===== src/rtl/dwu_pkg.sv =====
package dwu_pkg;
    typedef enum logic [2:0] {
        FLD_ADDR  = 3'd0,
        FLD_DATA  = 3'd1,
        FLD_AMASK = 3'd2,
        FLD_DMASK = 3'd3,
        FLD_CTRL  = 3'd4,
        FLD_CLEAR = 3'd5
    } cfg_field_e;

    typedef enum logic [1:0] {
        ACC_NONE = 2'b00,
        ACC_RD   = 2'b01,
        ACC_WR   = 2'b10,
        ACC_BOTH = 2'b11
    } acc_sel_e;

    typedef enum logic {
        ST_IDLE    = 1'b0,
        ST_RD_WAIT = 1'b1
    } bus_state_e;
endpackage


===== src/rtl/dwu_bus_track.sv =====
module dwu_bus_track
    import dwu_pkg::*;
#(
    parameter int AW = 32
) (
    input  logic          clk,
    input  logic          rst_n,
    input  logic          req_valid,
    input  logic          req_ready,
    input  logic          req_we,
    input  logic [AW-1:0] req_addr,
    input  logic          resp_valid,
    output logic          wr_fire,
    output logic          rd_fire,
    output logic          rsp_fire,
    output logic [AW-1:0] rd_addr
);
    bus_state_e state_q, state_d;
    logic       accept;

    assign accept = req_valid && req_ready;

    always_ff @(posedge clk) begin
        if (!rst_n) state_q <= ST_IDLE;
        else        state_q <= state_d;
    end

    always_comb begin
        state_d = state_q;
        unique case (state_q)
            ST_IDLE:    if (accept && !req_we) state_d = ST_RD_WAIT;
            ST_RD_WAIT: if (resp_valid)        state_d = ST_IDLE;
        endcase
    end

    always_comb begin
        wr_fire  = 1'b0;
        rd_fire  = 1'b0;
        rsp_fire = 1'b0;
        unique case (state_q)
            ST_IDLE: begin
                wr_fire = accept && req_we;
                rd_fire = accept && !req_we;
            end
            ST_RD_WAIT: rsp_fire = resp_valid;
        endcase
    end

    always_ff @(posedge clk) begin
        if (!rst_n)       rd_addr <= '0;
        else if (rd_fire) rd_addr <= req_addr;
    end

    AST_SINGLE_READ: assert property (@(posedge clk) disable iff (!rst_n)
        (state_q == ST_RD_WAIT) |-> !(req_valid && req_ready));
    AST_RSP_AFTER_REQ: assert property (@(posedge clk) disable iff (!rst_n)
        rsp_fire |-> (state_q == ST_RD_WAIT));
endmodule


===== src/rtl/dwu_slot.sv =====
module dwu_slot
    import dwu_pkg::*;
#(
    parameter int AW = 32,
    parameter int DW = 32
) (
    input  logic          clk,
    input  logic          rst_n,
    input  logic          cfg_we,
    input  logic [2:0]    cfg_field,
    input  logic [DW-1:0] cfg_wdata,
    input  logic          wr_fire,
    input  logic          rd_fire,
    input  logic          rsp_fire,
    input  logic [AW-1:0] req_addr,
    input  logic [DW-1:0] req_wdata,
    input  logic [DW-1:0] resp_rdata,
    output logic          hit
);
    logic [AW-1:0] a_q, am_q;
    logic [DW-1:0] d_q, dm_q;
    logic          en_q;
    acc_sel_e      acc_q;
    logic          rd_amatch_q;

    logic amatch, dmatch_w, dmatch_r, addr_only, allow_rd, allow_wr;

    always_ff @(posedge clk) begin
        if (!rst_n) begin
            a_q   <= '0;
            am_q  <= '0;
            d_q   <= '0;
            dm_q  <= '0;
            en_q  <= 1'b0;
            acc_q <= ACC_NONE;
        end else if (cfg_we) begin
            case (cfg_field)
                FLD_ADDR:  a_q  <= cfg_wdata[AW-1:0];
                FLD_DATA:  d_q  <= cfg_wdata;
                FLD_AMASK: am_q <= cfg_wdata[AW-1:0];
                FLD_DMASK: dm_q <= cfg_wdata;
                FLD_CTRL: begin
                    en_q  <= cfg_wdata[0];
                    acc_q <= acc_sel_e'(cfg_wdata[2:1]);
                end
                default: ;
            endcase
        end
    end

    assign amatch    = ((req_addr ^ a_q) & ~am_q) == '0;
    assign dmatch_w  = ((req_wdata ^ d_q) & ~dm_q) == '0;
    assign dmatch_r  = ((resp_rdata ^ d_q) & ~dm_q) == '0;
    assign addr_only = &dm_q;
    assign allow_rd  = (acc_q == ACC_RD) || (acc_q == ACC_BOTH);
    assign allow_wr  = (acc_q == ACC_WR) || (acc_q == ACC_BOTH);

    always_ff @(posedge clk) begin
        if (!rst_n)       rd_amatch_q <= 1'b0;
        else if (rd_fire) rd_amatch_q <= amatch;
    end

    assign hit = en_q && (
        (wr_fire  && allow_wr && amatch && dmatch_w) ||
        (rd_fire  && allow_rd && addr_only && amatch) ||
        (rsp_fire && allow_rd && !addr_only && rd_amatch_q && dmatch_r));

    AST_DISABLED_QUIET: assert property (@(posedge clk) disable iff (!rst_n)
        !en_q |-> !hit);
    AST_NO_IDLE_HIT: assert property (@(posedge clk) disable iff (!rst_n)
        !(wr_fire || rd_fire || rsp_fire) |-> !hit);
    AST_NONE_QUIET: assert property (@(posedge clk) disable iff (!rst_n)
        (acc_q == ACC_NONE) |-> !hit);
endmodule


===== src/rtl/dwu_capture.sv =====
module dwu_capture #(
    parameter int AW    = 32,
    parameter int NSLOT = 4
) (
    input  logic             clk,
    input  logic             rst_n,
    input  logic [NSLOT-1:0] hits,
    input  logic             clr_we,
    input  logic [NSLOT-1:0] clr_bits,
    input  logic [AW-1:0]    evt_addr,
    input  logic             evt_write,
    output logic             trap,
    output logic [NSLOT-1:0] status,
    output logic             cap_valid,
    output logic [AW-1:0]    cap_addr,
    output logic             cap_write
);
    logic [NSLOT-1:0] clr_mask, kept;
    logic             any_hit;

    assign clr_mask = clr_we ? clr_bits : '0;
    assign kept     = status & ~clr_mask;
    assign any_hit  = |hits;

    always_ff @(posedge clk) begin
        if (!rst_n) begin
            trap      <= 1'b0;
            status    <= '0;
            cap_valid <= 1'b0;
            cap_addr  <= '0;
            cap_write <= 1'b0;
        end else begin
            trap      <= any_hit;
            status    <= kept | hits;
            cap_valid <= |(kept | hits);
            if (any_hit && (kept == '0)) begin
                cap_addr  <= evt_addr;
                cap_write <= evt_write;
            end
        end
    end

    AST_TRAP_SETS_STATUS: assert property (@(posedge clk) disable iff (!rst_n)
        trap |-> (status != '0));
    AST_STICKY: assert property (@(posedge clk) disable iff (!rst_n)
        !clr_we |=> ((status & $past(status)) == $past(status)));
    AST_CAPV_TRACKS: assert property (@(posedge clk) disable iff (!rst_n)
        cap_valid == (status != '0));
    AST_CAP_HELD: assert property (@(posedge clk) disable iff (!rst_n)
        (cap_valid && ((status & clr_mask) == '0)) |=> ($stable(cap_addr) && $stable(cap_write)));
endmodule


===== src/rtl/data_watch_unit.sv =====
module data_watch_unit
    import dwu_pkg::*;
#(
    parameter int AW    = 32,
    parameter int DW    = 32,
    parameter int NSLOT = 4,
    localparam int SIW  = (NSLOT > 1) ? $clog2(NSLOT) : 1
) (
    input  logic             clk,
    input  logic             rst_n,
    input  logic             cfg_we,
    input  logic [SIW-1:0]   cfg_slot,
    input  logic [2:0]       cfg_field,
    input  logic [DW-1:0]    cfg_wdata,
    input  logic             req_valid,
    input  logic             req_ready,
    input  logic             req_we,
    input  logic [AW-1:0]    req_addr,
    input  logic [DW-1:0]    req_wdata,
    input  logic             resp_valid,
    input  logic [DW-1:0]    resp_rdata,
    output logic             trap,
    output logic [NSLOT-1:0] hit_status,
    output logic             cap_valid,
    output logic [AW-1:0]    cap_addr,
    output logic             cap_write
);
    logic             wr_fire, rd_fire, rsp_fire;
    logic [AW-1:0]    rd_addr;
    logic [NSLOT-1:0] hits;
    logic             clr_we;
    logic [AW-1:0]    evt_addr;

    dwu_bus_track #(.AW(AW)) u_track (
        .clk        (clk),
        .rst_n      (rst_n),
        .req_valid  (req_valid),
        .req_ready  (req_ready),
        .req_we     (req_we),
        .req_addr   (req_addr),
        .resp_valid (resp_valid),
        .wr_fire    (wr_fire),
        .rd_fire    (rd_fire),
        .rsp_fire   (rsp_fire),
        .rd_addr    (rd_addr)
    );

    for (genvar i = 0; i < NSLOT; i++) begin : g_slot
        logic sel_we;
        assign sel_we = cfg_we && (cfg_slot == SIW'(i)) && (cfg_field != FLD_CLEAR);

        dwu_slot #(.AW(AW), .DW(DW)) u_slot (
            .clk        (clk),
            .rst_n      (rst_n),
            .cfg_we     (sel_we),
            .cfg_field  (cfg_field),
            .cfg_wdata  (cfg_wdata),
            .wr_fire    (wr_fire),
            .rd_fire    (rd_fire),
            .rsp_fire   (rsp_fire),
            .req_addr   (req_addr),
            .req_wdata  (req_wdata),
            .resp_rdata (resp_rdata),
            .hit        (hits[i])
        );
    end

    assign clr_we   = cfg_we && (cfg_field == FLD_CLEAR);
    assign evt_addr = rsp_fire ? rd_addr : req_addr;

    dwu_capture #(.AW(AW), .NSLOT(NSLOT)) u_cap (
        .clk       (clk),
        .rst_n     (rst_n),
        .hits      (hits),
        .clr_we    (clr_we),
        .clr_bits  (cfg_wdata[NSLOT-1:0]),
        .evt_addr  (evt_addr),
        .evt_write (wr_fire),
        .trap      (trap),
        .status    (hit_status),
        .cap_valid (cap_valid),
        .cap_addr  (cap_addr),
        .cap_write (cap_write)
    );

    AST_TRAP_FOLLOWS_HIT: assert property (@(posedge clk) disable iff (!rst_n)
        (hits != '0) |=> trap);
    AST_TRAP_NEEDS_HIT: assert property (@(posedge clk) disable iff (!rst_n)
        (hits == '0) |=> !trap);
endmodule


===== config.mk =====
export PLATFORM = sky130hd
export DESIGN_NAME = data_watch_unit
export DESIGN_NICKNAME = d
export VERILOG_FILES = /design/src/rtl/dwu_pkg.sv /design/src/rtl/dwu_bus_track.sv /design/src/rtl/dwu_slot.sv /design/src/rtl/dwu_capture.sv /design/src/rtl/data_watch_unit.sv
export SDC_FILE = /design/constraint.sdc
export NUM_CORES = 2
export LEC_CHECK = 0
export BUFFER_PORTS_ARGS = -buffer_cell sky130_fd_sc_hd__buf_2
export CAP_MARGIN = 20
export CORE_UTILIZATION = 35
export CTS_CLUSTER_DIAMETER = 40
export DETAILED_ROUTE_END_ITERATION = 10
export MAX_ROUTING_LAYER = met4
export PLACE_DENSITY = 0.57
export SLEW_MARGIN = 20
export SYNTH_ARGS = -nofsm -noshare
export SYNTH_HDL_FRONTEND = slang
export SYNTH_SLANG_ARGS = --single-unit

===== constraint.sdc =====
create_clock -name clk -period 4.4 [get_ports clk]
set_clock_uncertainty 0.2 [all_clocks]
set_input_delay 0.22 -clock clk [delete_from_list [all_inputs] [get_ports clk]]
set_output_delay 0.22 -clock clk [all_outputs]
set_load 0.01 [all_outputs]

==> results_dict.tcl <==
set metrics [dict create \
    grt_antenna_before_repair 9 \
    total_cts_buffers 105 \
    clk_path_buf_depth 3 \
    final_antenna_violating_net_count 0 \
    rr_endpoint "u_cap.cap_addr[0]$_SDFFE_PN0P_" \
    min_from "req_we" \
    total_via_count_after_detailed_routing 27100 \
    routed_vias_inst 5.30 \
    maxSlewHeadroom_pct 24.8 \
    placement_rows 106 \
    area.sequential_mm2 0.0120 \
    critical_path.endpoint_type "flop" \
    fillCellCount 8362 \
    worst_reg_to_reg_path_cell_count 11 \
    path_cells "xnor2_1 -> o22ai_1 -> nor4_1 -> buf_4 -> nand4_1 -> buf_4 -> nor3_2 -> a41oi_1 -> a41o_2 -> buf_4 -> mux2i_1" \
    drive_above_1_share_pct 11.8 \
    cts-htree-levels 3 \
    post_layout_nets 4033 \
    fin_worst_hold_slack_ns 0.144 \
    detailed_place_hpwl_um 85900 \
    synth_area_mm2 0.0297 \
    drv.max_cap_violation_count 0 \
    globalRoute.busiestLayer "met2" \
    routed_wire_length_per_instance_um 23.9 \
    grt_pass1_vias 25300 \
    synthesis.area_per_instance_um2 7.81 \
    unrepaired_setup_endpoints_after_global_routing "false" \
    core_mm2 0.0838 \
    crit_path_start "g_slot[2].u_slot.a_q[14]$_SDFFE_PN0P_" \
    setup-violations-final 0 \
    synth_top_cells_by_area "sky130_fd_sc_hd__dfxtp_1 40%, sky130_fd_sc_hd__nand2_1 15%, sky130_fd_sc_hd__a21boi_0 13%" \
    tns_ns 0 \
    gr-usage-all-layers_pct 28.7 \
    timing.critical_path.slowest_cell_delay_ns 0.41 \
    clock_latency_ns 0.71 \
    grt_pass1_wl_um 177000 \
    layout-area-overhead-vs-synth_pct 21.0 \
    maximum_number_of_pins_on_one_net_before_global_route_repair 153 \
    hold_viol_final 0 \
    irDropWorstVdd_mv 0.314 \
    ys.warnings.count 0 \
    worst_path_dominant_cell_family "compound AO/OA/AOI/OAI gates" \
    place.gp.congestion 1.02 \
    clock_transition_at_the_registers_of_the_reported_paths_ns 0.06 \
    global_route.usage.met3_pct 5.14 \
    tightestPinTransition_ns 1.13 \
    dieArea_mm2 0.0860 \
    yosys.area.top_type "sky130_fd_sc_hd__dfxtp_1" \
    synth.yosys.seq_area_share_pct 40.5 \
    cts-root-buf "sky130_fd_sc_hd__clkbuf_16" \
    powerDensity_mw_per_mm2 430 \
    yosys.cell_types.count 47 \
    fin_crit_sh_pct 81.4 \
    drtIter0Drc 2790 \
    grtUsageMet2_pct 42.8 \
    cp_num_buf_inv 3 \
    finalMaxSlewViolations 0 \
    timing.final.crit_period_ns 3.58 \
    multi_input_area_mm2 0.0162 \
    worst_r2r_startpoint "g_slot[2].u_slot.a_q[14]$_SDFFE_PN0P_" \
    port_buffers 178 \
    crit_cells 11 \
    start_util_pct 35.4 \
    drc 0 \
    timing.reg2reg.setup_slack_ns 0.82 \
    synth.top_cell.area_share_pct 40.5 \
    boundaryPins 179 \
    cp.required_ns 4.73 \
    cts_sinks 600 \
    start_kind "flop" \
    ys_seq_elements 600 \
    crit_end "u_cap.cap_addr[0]$_SDFFE_PN0P_" \
    fmax_mhz 279 \
    critPathMaxFanout 33 \
    synthesized_netlist_net_count 3940 \
    die_height_um 293 \
    critPathKind "reg2reg" \
    syn_inst 3800 \
    cts_tree "built" \
    grt_use_met1_pct 39.5 \
    drt_first_pass_iters 5 \
    grt_remaining_overflow 0 \
    min-delay-path-class "in2reg" \
    cp.arrival_ns 3.91 \
    p_leak_nw 11.7 \
    library_cell_contributing_the_largest_single_delay_on_the_critical_path "sky130_fd_sc_hd__xnor2_1" \
    result_of_the_run "finished clean" \
    drt-total-wl_um 122000 \
    die_boundary_width_um 293 \
    cp_most_frequent_cell "sky130_fd_sc_hd__buf_4" \
]
==> cell type report <==
type,count,share of cell area [%]
tap,1134,3.95
inverter,1,0.0105
clock buffer,127,7.91
antenna,5,0.0348
sequential,600,33.4
clock inverter,66,2.67
timing repair buffer,338,6.79
multi-input combinational,2847,45.2
==> what timing repair did <==
| action | in CTS | in global routing |
|---|---|---|
| endpoints found under the hold margin | 591 | 0 |
| buffers inserted | 0 | 0 |
| gates resized for setup | 0 | 0 |
| hold buffers | 115 | 0 |
==> state kept, by name (all words and copies together) (netlist names) <==
signal	count
g_slot.u_slot.dm_q	128
u_track.state_q	1
u_cap.trap	1
u_cap.cap_valid	1
u_cap.cap_write	1
g_slot.u_slot.d_q	128
g_slot.u_slot.en_q	4
g_slot.u_slot.am_q	128
u_cap.cap_addr	32
g_slot.u_slot.acc_q	8
g_slot.u_slot.a_q	128
u_track.rd_addr	32
g_slot.u_slot.rd_amatch_q	4
u_cap.status	4
==> Yosys cell counts (all sizes together) <==
library cell and count:
and4b 1, o22ai 91, and3 1, clkbuf 315, o32a 4, nand2b 1, o32ai 4, dlygate4sd3 1
nor3 32, a41oi 4, nand4b 1, o21a 1, nor4 110, nand4 62, or2 1, or4 4
inv 1, or3 14, xnor2 384, mux2 31, or2b 1, dlygate4sd1 1, or3b 1, nand3b 2
a21boi 561, a41o 1, nand3 17, nand2 1224, nor3b 3, o21ai 4, nor2 232, buf 35
mux2i 34, o31a 4, dfxtp 600, a2111oi 4, and3b 2, and2 11
==> worst reg2reg max path, delay by kind of cell (launching register included) <==
family                 cells  cell delay (ns)
multiplexers               1             0.27
buffers and inverters      3             0.72
XOR/XNOR                   1             0.41
flip-flops                 1             0.32
AND/OR/NAND/NOR            3             0.67
AO/OA/AOI/OAI              3             0.83
==> cell families (layout without fill, tap and decap cells) <==
family          Yosys count  count (layout)  share of synthesized area (%)
compound gates          678             678                           16.8
xor+xnor                384             384                           11.3
buf+inv                 353             532                           5.12
flops                   600             600                           40.5
mux                      65              65                           2.32
other cells               0               5                              0
simple gates           1720            1720                           23.9
==> per-layer routing <==
layer	vias to the layer above	part of all wire [%]
met5	-	0
li1	12700	-
met2	1065	44
met3	199	7.6
met1	13200	46
met4	0	2.6
==> placed cells by master, fill, tap and decap left out, drive strengths merged, types with 2 or more instances in the layout <==
| cell | instances |
|---|---|
| o32a | 4 |
| nand3 | 17 |
| dfxtp | 600 |
| nor3b | 3 |
| o22ai | 91 |
| a2111oi | 4 |
| nor4 | 110 |
| nor3 | 32 |
| mux2i | 34 |
| clkinv | 22 |
| and3b | 2 |
| nor2 | 232 |
| a41oi | 4 |
| bufinv | 14 |
| and2 | 11 |
| xnor2 | 384 |
| clkbuf | 127 |
| clkinvlp | 7 |
| a21boi | 561 |
| buf | 223 |
| or4 | 4 |
| or3 | 14 |
| o32ai | 4 |
| nand3b | 2 |
| nand2 | 1224 |
| inv | 24 |
| mux2 | 31 |
| o21ai | 4 |
| dlygate4sd3 | 115 |
| diode | 5 |
| o31a | 4 |
| nand4 | 62 |
==> power by group <==
group	total, mW	switching, mW	internal [mW]
registers	5.52	0.0385	5.48
logic	1.20	0.791	0.412
clock network	8.71	3.19	5.52
==> through the flow <==
step | instance area (um^2) | utilization, % | std cells | power [mW] | setup slack [ns]
CTS | 35900 | 42.8 | 5113 | 15.5 | 0.854
global route | 35900 | 42.8 | 5118 | 15.8 | 0.728
detailed placement | 30900 | 36.9 | 4805 | 6.74 | 0.813
floorplan | 29700 | - | 3800 | 6.31 | 2.00
global placement | 30900 | 36.9 | 4805 | 6.74 | 0.860
finish | 35900 | 42.8 | 5118 | 15.4 | 0.819
==> worst min-delay path by stage <==
| stage | endpoint | slack (ns) | depth (start not counted) |
|---|---|---|---|
| after global placement | u_cap.cap_addr[23]$_SDFFE_PN0P_ | 0.24 | 2 |
| after floorplan | u_track.state_q$_SDFF_PN0_ | 0.21 | 2 |
| final | g_slot[1].u_slot.rd_amatch_q$_SDFFE_PN0N_ | 0.14 | 5 |
| after detailed placement | u_cap.cap_addr[11]$_SDFFE_PN0P_ | 0.25 | 2 |
| after CTS | g_slot[2].u_slot.rd_amatch_q$_SDFFE_PN0N_ | 0.13 | 5 |
| after global routing | g_slot[1].u_slot.rd_amatch_q$_SDFFE_PN0N_ | 0.17 | 5 |
No activity file was read; power rests on OpenSTA's default activity.
